## config.mk

```make
export PLATFORM = sky130hd
export DESIGN_NAME = ptp_evt_stamp
export DESIGN_NICKNAME = d
export VERILOG_FILES = /design/src/rtl/ptp_evt_stamp.sv
export SDC_FILE = /design/constraint.sdc
export NUM_CORES = 1
export LEC_CHECK = 0
export ABC_AREA = 1
export BUFFER_PORTS_ARGS = -buffer_cell sky130_fd_sc_hd__buf_4
export CORE_MARGIN = 3
export CORE_UTILIZATION = 41
export DETAILED_ROUTE_END_ITERATION = 10
export GPL_TIMING_DRIVEN = 1
export PLACE_DENSITY = 0.63
export SLEW_MARGIN = 20
export SYNTH_ARGS = -nofsm -noshare
export SYNTH_HDL_FRONTEND = slang
export SYNTH_SLANG_ARGS = --single-unit
```

## constraint.sdc

```tcl
create_clock -name clk -period 18.1 [get_ports clk]
set_input_delay 5.43 -clock clk [delete_from_list [all_inputs] [get_ports clk]]
set_output_delay 5.43 -clock clk [all_outputs]
set_load 0.03 [all_outputs]
```

## src/rtl/ptp_evt_stamp.sv

```systemverilog
module ptp_evt_stamp #(
  parameter int SEC_W  = 32,
  parameter int NS_W   = 30,
  parameter int TYPE_W = 4,
  parameter int DW     = 32
) (
  input  logic              clk,
  input  logic              rst_n,
  input  logic [SEC_W-1:0]  now_sec,
  input  logic [NS_W-1:0]   now_ns,
  input  logic              sof,
  input  logic              is_tx,
  input  logic [TYPE_W-1:0] msg_type,
  input  logic              tx_req,
  input  logic              reg_wr,
  input  logic              reg_rd,
  input  logic [2:0]        reg_addr,
  input  logic [DW-1:0]     reg_wdata,
  output logic [DW-1:0]     reg_rdata,
  output logic              irq
);
  localparam int NTYPES = 1 << TYPE_W;

  logic [NTYPES-1:0] rx_sel;
  logic              rx_all;
  logic [1:0]        mask;
  logic [1:0]        vld, ovr, evt, rdclr;
  logic [SEC_W-1:0]  c_sec [2];
  logic [NS_W-1:0]   c_ns  [2];

  assign evt[0]   = sof & is_tx & tx_req;
  assign evt[1]   = sof & ~is_tx & (rx_all | rx_sel[msg_type]);
  assign rdclr[0] = reg_rd & (reg_addr == 3'd5);
  assign rdclr[1] = reg_rd & (reg_addr == 3'd7);
  assign irq      = |(vld & mask);

  always_ff @(posedge clk) begin
    if (!rst_n) begin
      rx_sel <= '0;
      rx_all <= 1'b0;
      mask   <= '0;
    end else if (reg_wr) begin
      case (reg_addr)
        3'd0: begin
          rx_sel <= reg_wdata[NTYPES-1:0];
          rx_all <= reg_wdata[NTYPES];
        end
        3'd1: mask <= mask | reg_wdata[1:0];
        3'd2: mask <= mask & ~reg_wdata[1:0];
        default: ;
      endcase
    end
  end

  always_ff @(posedge clk) begin
    for (int d = 0; d < 2; d++) begin
      if (!rst_n) begin
        c_sec[d] <= '0;
        c_ns[d]  <= '0;
        vld[d]   <= 1'b0;
        ovr[d]   <= 1'b0;
      end else begin
        if (evt[d] && (!vld[d] || rdclr[d])) begin
          c_sec[d] <= now_sec;
          c_ns[d]  <= now_ns;
        end
        vld[d] <= evt[d] | (vld[d] & ~rdclr[d]);
        ovr[d] <= rdclr[d] ? 1'b0 : (ovr[d] | (evt[d] & vld[d]));
      end
    end
  end

  always_comb begin
    case (reg_addr)
      3'd0:    reg_rdata = DW'({rx_all, rx_sel});
      3'd1,
      3'd2:    reg_rdata = DW'(mask);
      3'd3:    reg_rdata = DW'({ovr, vld});
      3'd4:    reg_rdata = DW'(c_ns[0]);
      3'd5:    reg_rdata = DW'(c_sec[0]);
      3'd6:    reg_rdata = DW'(c_ns[1]);
      default: reg_rdata = DW'(c_sec[1]);
    endcase
  end

  p_hold_first_tx_r5: assert property (@(posedge clk) disable iff (!rst_n)
    (rst_n && vld[0] && !rdclr[0]) |=> ($stable(c_sec[0]) && $stable(c_ns[0])));
  p_hold_first_rx_r5: assert property (@(posedge clk) disable iff (!rst_n)
    (rst_n && vld[1] && !rdclr[1]) |=> ($stable(c_sec[1]) && $stable(c_ns[1])));
  p_both_fields_r4: assert property (@(posedge clk) disable iff (!rst_n)
    (rst_n && evt[1] && !vld[1]) |=> (c_sec[1] == $past(now_sec) && c_ns[1] == $past(now_ns)));
  p_tx_gate_r3: assert property (@(posedge clk) disable iff (!rst_n)
    (rst_n && !(sof && is_tx && tx_req) && !vld[0]) |=> !vld[0]);
  p_ovr_needs_full_r5: assert property (@(posedge clk) disable iff (!rst_n)
    (rst_n && !ovr[1]) |=> (!ovr[1] || $past(vld[1])));
  p_zero_write_r7: assert property (@(posedge clk) disable iff (!rst_n)
    (rst_n && reg_wr && (reg_addr == 3'd1 || reg_addr == 3'd2) && reg_wdata[1:0] == 2'b00)
      |=> $stable(mask));
  p_irq_source_r8: assert property (@(posedge clk) disable iff (!rst_n)
    irq |-> ((vld[0] && mask[0]) || (vld[1] && mask[1])));
endmodule

```

==> impl_metrics.yaml, run 1 <==
floorplan:
  dieHeight_um: 132
  core-area_um2: 15300
  die_w_um: 132
  row_count: 45
  io_pins: 141
  start_util: 0.422
  die_area_um2: 17300
logic_synthesis:
  syn_inst: 662
  syn_avg_cell_area_um2: 9.76
  synth_xor_area_frac: 0
  ys.flop_type: "edfxtp_1"
  synth-edff-count: 124
  yosysSeqAreaShare: 0.647
  ys_async_sr_fraction: 0
  yosys_register_bits: 147
  synthMuxAreaShare: 0
  synth_compound_gate_area_share: 0.0751
  synth.net_count: 770
  synthDistinctLibCells: 27
  synthSimpleGateAreaFrac: 0.196
  yosysWarnings: 0
  synth_area_um2: 6460
  synth_top_family_by_area: "simple AND/OR/NAND/NOR gates"
  synthAdderAreaFrac: 0
run_status:
  outcome: "finished clean"
detailed_routing:
  wl_per_cell_um: 15.5
  drt_iter0_drc: 303
  first_pass_iters: 5
  final_antenna_net_count: 0
  wl_um: 15600
  vias_per_cell: 4.94
  num_vias: 4963
  drc_errors: 0
layout:
  final_area_um2: 8120
  fillers: 1404
  diodes: 0
  final_layout_size_suffix_gt1_frac: 0.212
  multi_input_area_um2: 1770
  ff_latch_area_um2: 4180
  fin_cells: 1004
  fin_util: 0.530
  syn2layout_area_growth_pct: 25.6
  final_cell_mix: "nand2_1 (135), buf_4 (131), nor2_1 (127)"
  final_nets: 889
  final_common_cell: "nand2_1"
clocking:
  clock_latency_ns: 0.41
  cts_num_sinks: 147
  path_clk_slew_ns: 0.05
  post-cts-setup-buffers: 0
  cts_buffer_depth: 2
  cts_tree: "done"
  cts_root_buf: "clkbuf_16"
  htree_levels: 4
  hold_buffers: 0
  cts_resized: 0
  cts_made_buffers: 17
timing:
  rsz0062_at_grt: "no"
  period_minus_slack_ns: 12.38
  max_slew_margin: 0.325
  clock.fmax_mhz: 80.8
  hold_viol: 0
  tightestPinTransition_ns: 1.01
  setup_viol_count_final: 0
  drv_slew: 0
  layout_worst_path_cycle_share: 0.684
  fin_worst_skew_ns: 0.00892
  tns_ns: 0
power_and_ir_drop:
  power.density_nw_per_um2: 97.6
  p_leak_nw: 3.59
  ir_worst_vdd_v: 0.0000636
placed_design:
  place_congestion: 0.795
  dpl.cell_count: 973
  io_buffers: 125
  dp_hpwl_um: 9590
  place_area_um2: 7570
critical_path:
  cp_slowest_stage_delay_ns: 0.32
  critPathCaptureType: "output pin"
  crit_path_cell_trace: "buf_4 -> nor2_1 -> inv_1 -> nor2_2 -> inv_1 -> o21ai_0 -> a221oi_1 -> nand2_1 -> buf_4"
  worstSetupStartpointType: "input pin"
  cp.arrival_ns: 6.95
  worstPathMaxFanout: 14
  worst-setup-path-type: "input pin to output pin"
  required_ns: 12.67
  crit_slowest_cell: "inv_1"
run:
  max-cap-violations: 0
grt:
  grt_start_max_net_pins: 63
  overflow: 0
  grt_pass1_wl_um: 24900
  grt_util_all_layers: 0.182
  grt_antenna_before_repair: 0
  grt_pass1_vias: 5023
hold_path:
  hp-class: "flop to flop"
## registers in the layout (all words and copies together) (netlist names), named ones only
signal,count
c_ns,60
c_sec,64
ovr,2
rx_all,1
rx_sel,16
vld,2
## final cells by class
type | count | area share
clock buffers | 20 | 0.0538
clock inverters | 11 | 0.0140
inverters | 96 | 0.0444
multi-input cells | 388 | 0.219
flip-flops and latches | 147 | 0.515
well taps | 211 | 0.0325
repair buffers | 131 | 0.121
## path summary, 6_finish.rpt
path              slack (ns)  depth (start not counted)           end         from
setup / recovery        5.72                          9  reg_rdata[4]  reg_addr[0]
hold / removal          0.46                          2        ovr[1]       ovr[1]
setup reg to reg       15.93                          9    c_ns[1][4]    rx_sel[1]
hold reg to reg         0.46                          2        ovr[1]       ovr[1]
## power breakdown
part / internal (mW) / switching (mW) / leakage, nW / total, mW
combinational: 0.0277 / 0.0468 / 1.81 / 0.0745
clock: 0.200 / 0.128 / 0.272 / 0.328
sequential: 0.385 / 0.00490 / 1.50 / 0.390
## cells in the mapped netlist, types with 3 or more instances
| library cell | count | area share |
|---|---|---|
| nand2_1 | 136 | 0.079 |
| a22o_1 | 4 | 0.0054 |
| buf_2 | 4 | 0.0031 |
| a21oi_1 | 24 | 0.019 |
| buf_6 | 6 | 0.010 |
| inv_1 | 93 | 0.054 |
| nand4_1 | 15 | 0.015 |
| nor2_1 | 127 | 0.074 |
| inv_2 | 3 | 0.0017 |
| a221oi_1 | 16 | 0.022 |
| edfxtp_1 | 124 | 0.58 |
| dfxtp_1 | 23 | 0.071 |
| clkbuf_1 | 18 | 0.010 |
| nand3_1 | 22 | 0.017 |
| o21ai_0 | 32 | 0.025 |
## through the flow
| stage | setup WS (ns) | hold WS [ns] | power, mW |
|---|---|---|---|
| finish | 5.72 | 0.461 | 0.792 |
| global route | 5.51 | 0.495 | 0.824 |
| CTS | 5.69 | 0.462 | 0.799 |
| detailed placement | 5.70 | 0.452 | 0.472 |
| global placement | 5.73 | 0.453 | 0.470 |
| floorplan | 6.08 | 0.426 | 0.436 |
## metal layers
| layer | vias up | global-route usage | wire length, um |
|---|---|---|---|
| met3 | 13 | 0.0536 | 866 |
| met4 | 0 | 0.0513 | 163 |
| met5 | - | 0 | 0 |
| met2 | 143 | 0.303 | 7610 |
| met1 | 2386 | 0.232 | 6940 |
| li1 | 2421 | - | - |
## cell families (layout without fill, tap and decap cells)
logic type	after synthesis	count (layout)
and+or+nand+nor	308	308
DFF	147	147
buffers and inverters	127	258
AOI/OAI and AO/OA	80	80
## critical path, delay by kind of cell
kind	cells	cell delay, ns
compound gates	2	0.35
simple gates	3	0.47
buf+inv	4	0.69
(Power assumes the default switching activity.)
==> inputs of run 2 (changes only) <==
Settings changed: PLACE_DENSITY 0.63 to 0.65.
Clock period 18.1 ns to 10.7 ns, I/O delays scaled along.
==> run 2 against run 1 <==
Sequential share of layout area hardly changed. Sequential power is 69% higher. First-iteration DRC count up 29%. Non-clock buffer count did not move. Global-route usage down 0.24 points. Flip-flop and latch count unchanged. Worst setup slack lost 3.0 ns. Final area barely moved.
==> impl_metrics.yaml, run 2 (synthesis gave the netlist of run 1 again) <==
critical_path:
  r2r_slack_ns: 8.52
  crit_slowest_cell: "inv_1"
  worstPathMaxFanout: 14
  worst-setup-path-type: "input pin to output pin"
  worstReg2RegStart: "rx_sel[1]"
  worstSetupStartpointType: "input pin"
  startpoint: "reg_addr[0]"
  worst-path-stages: 9
  reg2reg_depth: 9
  cp_top_family: "buffers and inverters"
  path_buf_inv: 4
  cp_slowest_stage_delay_ns: 0.33
  required_ns: 7.49
  cp.arrival_ns: 4.76
  critPathCaptureType: "output pin"
  crit_path_cell_trace: "buf_4 -> nor2_1 -> inv_1 -> nor2_2 -> inv_1 -> o21ai_0 -> a221oi_1 -> nand2_1 -> buf_4"
  endpoint: "reg_rdata[6]"
  reg2reg_to: "c_ns[1][19]"
detailed_routing:
  wl_um: 15400
  wl_per_cell_um: 15.3
  first_pass_iters: 5
  final_antenna_net_count: 0
  vias_per_cell: 4.92
  num_vias: 4946
  drt_iter0_drc: 391
  drc_errors: 0
timing:
  fin_worst_skew_ns: 0.00967
  layout_worst_path_cycle_share: 0.745
  hold_viol: 0
  rsz0062_at_grt: "no"
  tns_ns: 0
  period_minus_slack_ns: 7.97
  tightestPinTransition_ns: 1.02
  max_slew_margin: 0.318
  setup_viol_count_final: 0
  clock.fmax_mhz: 125
  drv_slew: 0
clocking:
  cts_tree: "done"
  hold_buffers: 0
  cts_root_buf: "clkbuf_16"
  post-cts-setup-buffers: 0
  cts_buffer_depth: 2
  path_clk_slew_ns: 0.06
  cts_resized: 0
  cts_made_buffers: 17
  clock_latency_ns: 0.42
  htree_levels: 4
  cts_num_sinks: 147
power_and_ir_drop:
  p_switching_mw: 0.313
  ir_worst_vdd_v: 0.000109
  seq_power_share: 0.496
  power.density_nw_per_um2: 164
  p_int_mw: 1.02
  sw_frac_of_total: 0.236
  p_leak_nw: 3.57
  comb_power_share: 0.095
  clock_power_share: 0.410
grt:
  grt_pass1_wl_um: 24700
  grt_start_max_net_pins: 63
  overflow: 0
  grt_util_all_layers: 0.179
  grt_antenna_before_repair: 0
  grt_pass1_vias: 4929
floorplan:
  die_area_um2: 17300
  dieHeight_um: 132
  row_count: 45
  io_pins: 141
  die_w_um: 132
  core-area_um2: 15300
  start_util: 0.422
layout:
  top_register: "c_sec"
  final_area_um2: 8110
  reg_top3: "c_sec (64), c_ns (60), rx_sel (16)"
  syn2layout_area_growth_pct: 25.5
  diodes: 0
  fin_util: 0.530
  final_nets: 889
  final_cell_mix: "nand2_1 (135), buf_4 (131), nor2_1 (127)"
  final_common_cell: "nand2_1"
  largest_reg_flops: 64
  final_layout_size_suffix_gt1_frac: 0.215
hold_path:
  min_from: "ovr[1]"
  hp-class: "flop to flop"
placed_design:
  dp_hpwl_um: 9550
  place_congestion: 0.865
  io_buffers: 125
  place_area_um2: 7570
run_status:
  outcome: "finished clean"
run:
  max-cap-violations: 0
[run 2: worst min path at each step]
stage / endpoint / slack [ns] / depth (start not counted)
after floorplan: ovr[1] / 0.43 / 2
after global placement: ovr[1] / 0.46 / 2
after detailed placement: ovr[1] / 0.45 / 2
after CTS: ovr[1] / 0.47 / 2
after global routing: ovr[1] / 0.49 / 2
final: ovr[1] / 0.47 / 2
[run 2: final cells by class]
cell class	instances	area (um^2)
flip-flops and latches	147	4180
inverters	96	360
multi-input cells	388	1770
fillers	1426	7200
clock inverters	13	111
repair buffers	131	983
well taps	211	264
clock buffers	19	433
[run 2: tightest hold or removal path, stage by stage, from the launching register on]
cell	delay, ns
dfxtp_1	0.30
inv_1	0.06
a21oi_1	0.06
[run 2: metal layers]
layer  vias up  routed length, um  GRT usage
met3        13               1040     0.0528
met4         0                126     0.0548
met2       155               7350      0.290
met5         -                  0          0
li1       2422                  -          -
met1      2356               6890      0.235
[run 2: metrics by stage]
step	std cells	hold slack, ns	power, mW	setup WS [ns]
after floorplan	662	0.426	0.738	1.84
after global placement	973	0.457	0.795	2.76
after detailed placement	973	0.453	0.798	2.75
after CTS	1005	0.467	1.34	2.74
after global routing	1005	0.492	1.38	2.54
final	1005	0.466	1.33	2.73
[run 2: power groups by stage]
stage          sequential (mW)  combinational [mW]  clock, mW
4_1_cts                  0.659               0.127      0.555
6_report                 0.659               0.126      0.544
3_3_place_gp             0.670               0.125          0
2_1_floorplan            0.671              0.0668          0
3_5_place_dp             0.671               0.126          0
5_1_grt                  0.661               0.138      0.578
==> inputs of run 3 (changes only) <==
Settings changed: ABC_AREA 1 to 0.
Clock period 10.7 ns to 6.8 ns, I/O delays scaled along.
==> run 3 against run 2 <==
Synthesized cell count is 7.6% lower. Hold slack better by 0.027 ns. Worst setup slack worse by 1.6 ns. Sequential share of layout area is 3.8 points lower. Area after synthesis is 10% higher. Clock skew is 0.0039 ns higher. Die area is 9.8% higher. Register-to-register slack worse by 4.7 ns. Critical path depth is 3 lower. Largest cell class unchanged. Largest power group unchanged.
==> impl_metrics.yaml, run 3 <==
run_status:
  outcome: "finished clean"
timing:
  setup_viol_count_final: 0
  worst_slack_ns: 1.09
  layout_worst_path_cycle_share: 0.839
  hold_viol: 0
  rsz0062_at_grt: "no"
  clock.fmax_mhz: 175
  period_minus_slack_ns: 5.71
  max_slew_margin: 0.275
  drv_slew: 0
  fin_worst_skew_ns: 0.0136
  tns_ns: 0
  tightestPinTransition_ns: 1.09
clocking:
  path_clk_slew_ns: 0.06
  cts_tree: "done"
  cts_resized: 0
  htree_levels: 4
  cts_root_buf: "clkbuf_16"
  clock_latency_ns: 0.42
  hold_buffers: 0
  post-cts-setup-buffers: 0
  cts_made_buffers: 17
  cts_buffer_depth: 2
  cts_num_sinks: 147
critical_path:
  critPathCaptureType: "output pin"
  path_common_cell: "buf_4"
  cp_slowest_stage_delay_ns: 0.48
  r2r_slack_ns: 3.79
  worstSetupStartpointType: "input pin"
  required_ns: 4.76
  crit_slowest_cell: "buf_4"
  worstReg2RegStart: "rx_sel[13]"
  reg2reg_to: "c_ns[1][10]"
  crit_path_cell_trace: "buf_4 -> buf_4 -> a21oi_1 -> a21o_1 -> a21oi_1 -> buf_4"
  reg2reg_depth: 5
  cp.arrival_ns: 3.67
  worstPathMaxFanout: 32
  worst-setup-path-type: "input pin to output pin"
logic_synthesis:
  yosysSeqAreaShare: 0.587
  synth_compound_gate_area_share: 0.0667
  synthDistinctLibCells: 35
  synth_area_um2: 7130
  yosys_register_bits: 147
  yosysMostFrequentCell: "edfxtp_1"
  yosysWarnings: 0
  synthSimpleGateAreaFrac: 0.202
  synthAdderAreaFrac: 0
  synth-edff-count: 124
  ys_async_sr_fraction: 0
  synth_top_family_by_area: "simple AND/OR/NAND/NOR gates"
  yosysTopAreaCell: "edfxtp_1"
  ys.flop_type: "edfxtp_1"
  synthMuxAreaShare: 0.108
  synth_common_cells: "edfxtp_1 (124), and2_1 (76), nand3_1 (64), nor2_1 (64), nand2_1 (48)"
  synth_area_leaders: "edfxtp_1 (52%), and2_1 (6.7%), dfxtp_1 (6.5%)"
  synth.net_count: 720
  syn_inst: 612
  synth_xor_area_frac: 0.00123
  syn_avg_cell_area_um2: 11.6
  synth_top_area_frac: 0.522
grt:
  grt_pass1_vias: 5194
  overflow: 0
  grt_antenna_before_repair: 0
  grt_util_all_layers: 0.189
  grt_start_max_net_pins: 82
  grt_pass1_wl_um: 27200
power_and_ir_drop:
  p_total_mw: 2.20
  p_switching_mw: 0.503
  sw_frac_of_total: 0.229
  comb_power_share: 0.112
  clock_power_share: 0.417
  p_int_mw: 1.69
  power.density_nw_per_um2: 251
  p_leak_nw: 3.40
  ir_worst_vdd_v: 0.000172
  seq_power_share: 0.471
layout:
  diodes: 0
  reg_top3: "c_sec (64), c_ns (60), rx_sel (16)"
  final_nets: 822
  top_register: "c_sec"
  fillers: 1497
  final_cell_mix: "buf_4 (132), edfxtp_1 (124), and2_1 (76)"
  final_layout_size_suffix_gt1_frac: 0.292
  largest_reg_flops: 64
  syn2layout_area_growth_pct: 22.9
  final_common_cell: "buf_4"
detailed_routing:
  vias_per_cell: 5.34
  final_antenna_net_count: 0
  num_vias: 5057
  drt_iter0_drc: 434
  first_pass_iters: 6
  wl_met3_um: 1110
  wl_um: 17800
  wl_met1_um: 7560
  wl_per_cell_um: 18.8
  wl_met2_um: 8840
  drc_errors: 0
  highest_layer: "met4"
placed_design:
  place_congestion: 0.760
  pre_cts_slack_ns: 1.09
  io_buffers: 125
  dp_hpwl_um: 11100
hold_path:
  min_to: "rx_sel[9]"
  hold_depth: 2
  hp-class: "flop to flop"
  min_from: "rx_sel[9]"
floorplan:
  io_pins: 141
  die_area_um2: 19000
  dieHeight_um: 138
  die_w_um: 138
  start_util: 0.424
  core-area_um2: 16800
  row_count: 47
run:
  max-cap-violations: 0
==> run 3: changes by cell type in the layout (fill, tap and decap cells not counted), sizes merged, moves of 8 or more <==
| cell | previous run | this run |
|---|---|---|
| o21ai | 33 | 5 |
| nand3 | 23 | 64 |
| mux2 | 0 | 10 |
| a21oi | 24 | 16 |
| nand4 | 16 | 2 |
| mux2i | 0 | 30 |
| nor2 | 129 | 85 |
| o22ai | 0 | 16 |
| nand2 | 136 | 48 |
| and2 | 0 | 76 |
| a221oi | 16 | 0 |
| inv | 98 | 0 |
| a21boi | 0 | 20 |
| mux4 | 0 | 16 |
==> run 3: logic make-up after synthesis <==
family | Yosys count
buffers and inverters | 50
xor gates and xnor gates | 1
AOI/OAI and AO/OA | 71
and+or+nand+nor | 287
muxes | 56
DFF | 147
==> run 3: area by class of cell <==
| cell class | instances | area, um^2 | area share |
|---|---|---|---|
| flip-flops and latches | 147 | 4180 | 0.478 |
| clock buffers | 19 | 433 | 0.0494 |
| repair buffers | 133 | 1010 | 0.115 |
| multi-input cells | 415 | 2720 | 0.310 |
| well taps | 220 | 275 | 0.0314 |
| clock inverters | 13 | 141 | 0.0161 |
==> run 3: worst max-delay path, delay by kind of cell <==
family / cells / cell delay [ns]
buf+inv: 3 / 1.10
compound gates: 3 / 0.49
==> run 3: power groups by stage <==
stage	Clock (mW)	Sequential [mW]	Combinational, mW
after floorplan	0	1.05	0.146
after global placement	0	1.05	0.244
after detailed placement	0	1.05	0.247
after CTS	0.928	1.03	0.248
after global routing	0.964	1.04	0.265
final	0.917	1.03	0.245
==> run 3: stage by stage <==
step,hold slack (ns),utilization,area [um^2],instances
4_1_cts,0.485,0.521,8760,947
6_report,0.493,0.521,8760,947
2_1_floorplan,0.437,-,7130,612
3_3_place_gp,0.454,0.487,8190,915
5_1_grt,0.523,0.521,8760,947
3_5_place_dp,0.470,0.487,8190,915
==> run 3: worst max-delay path by stage <==
stage | startpoint | end | cells past startpoint
floorplan | reg_addr[1] | c_ns[1][0] | 5
global placement | reg_addr[0] | reg_rdata[15] | 5
detailed placement | reg_addr[0] | reg_rdata[1] | 7
CTS | reg_addr[0] | reg_rdata[15] | 5
global route | reg_addr[0] | reg_rdata[1] | 7
finish | reg_addr[0] | reg_rdata[2] | 6
==> run 3: layer usage <==
metal	GRT usage	vias to the layer above
met5	0	-
met3	0.0370	19
met1	0.252	2482
met2	0.314	161
li1	-	2395
met4	0.0620	0
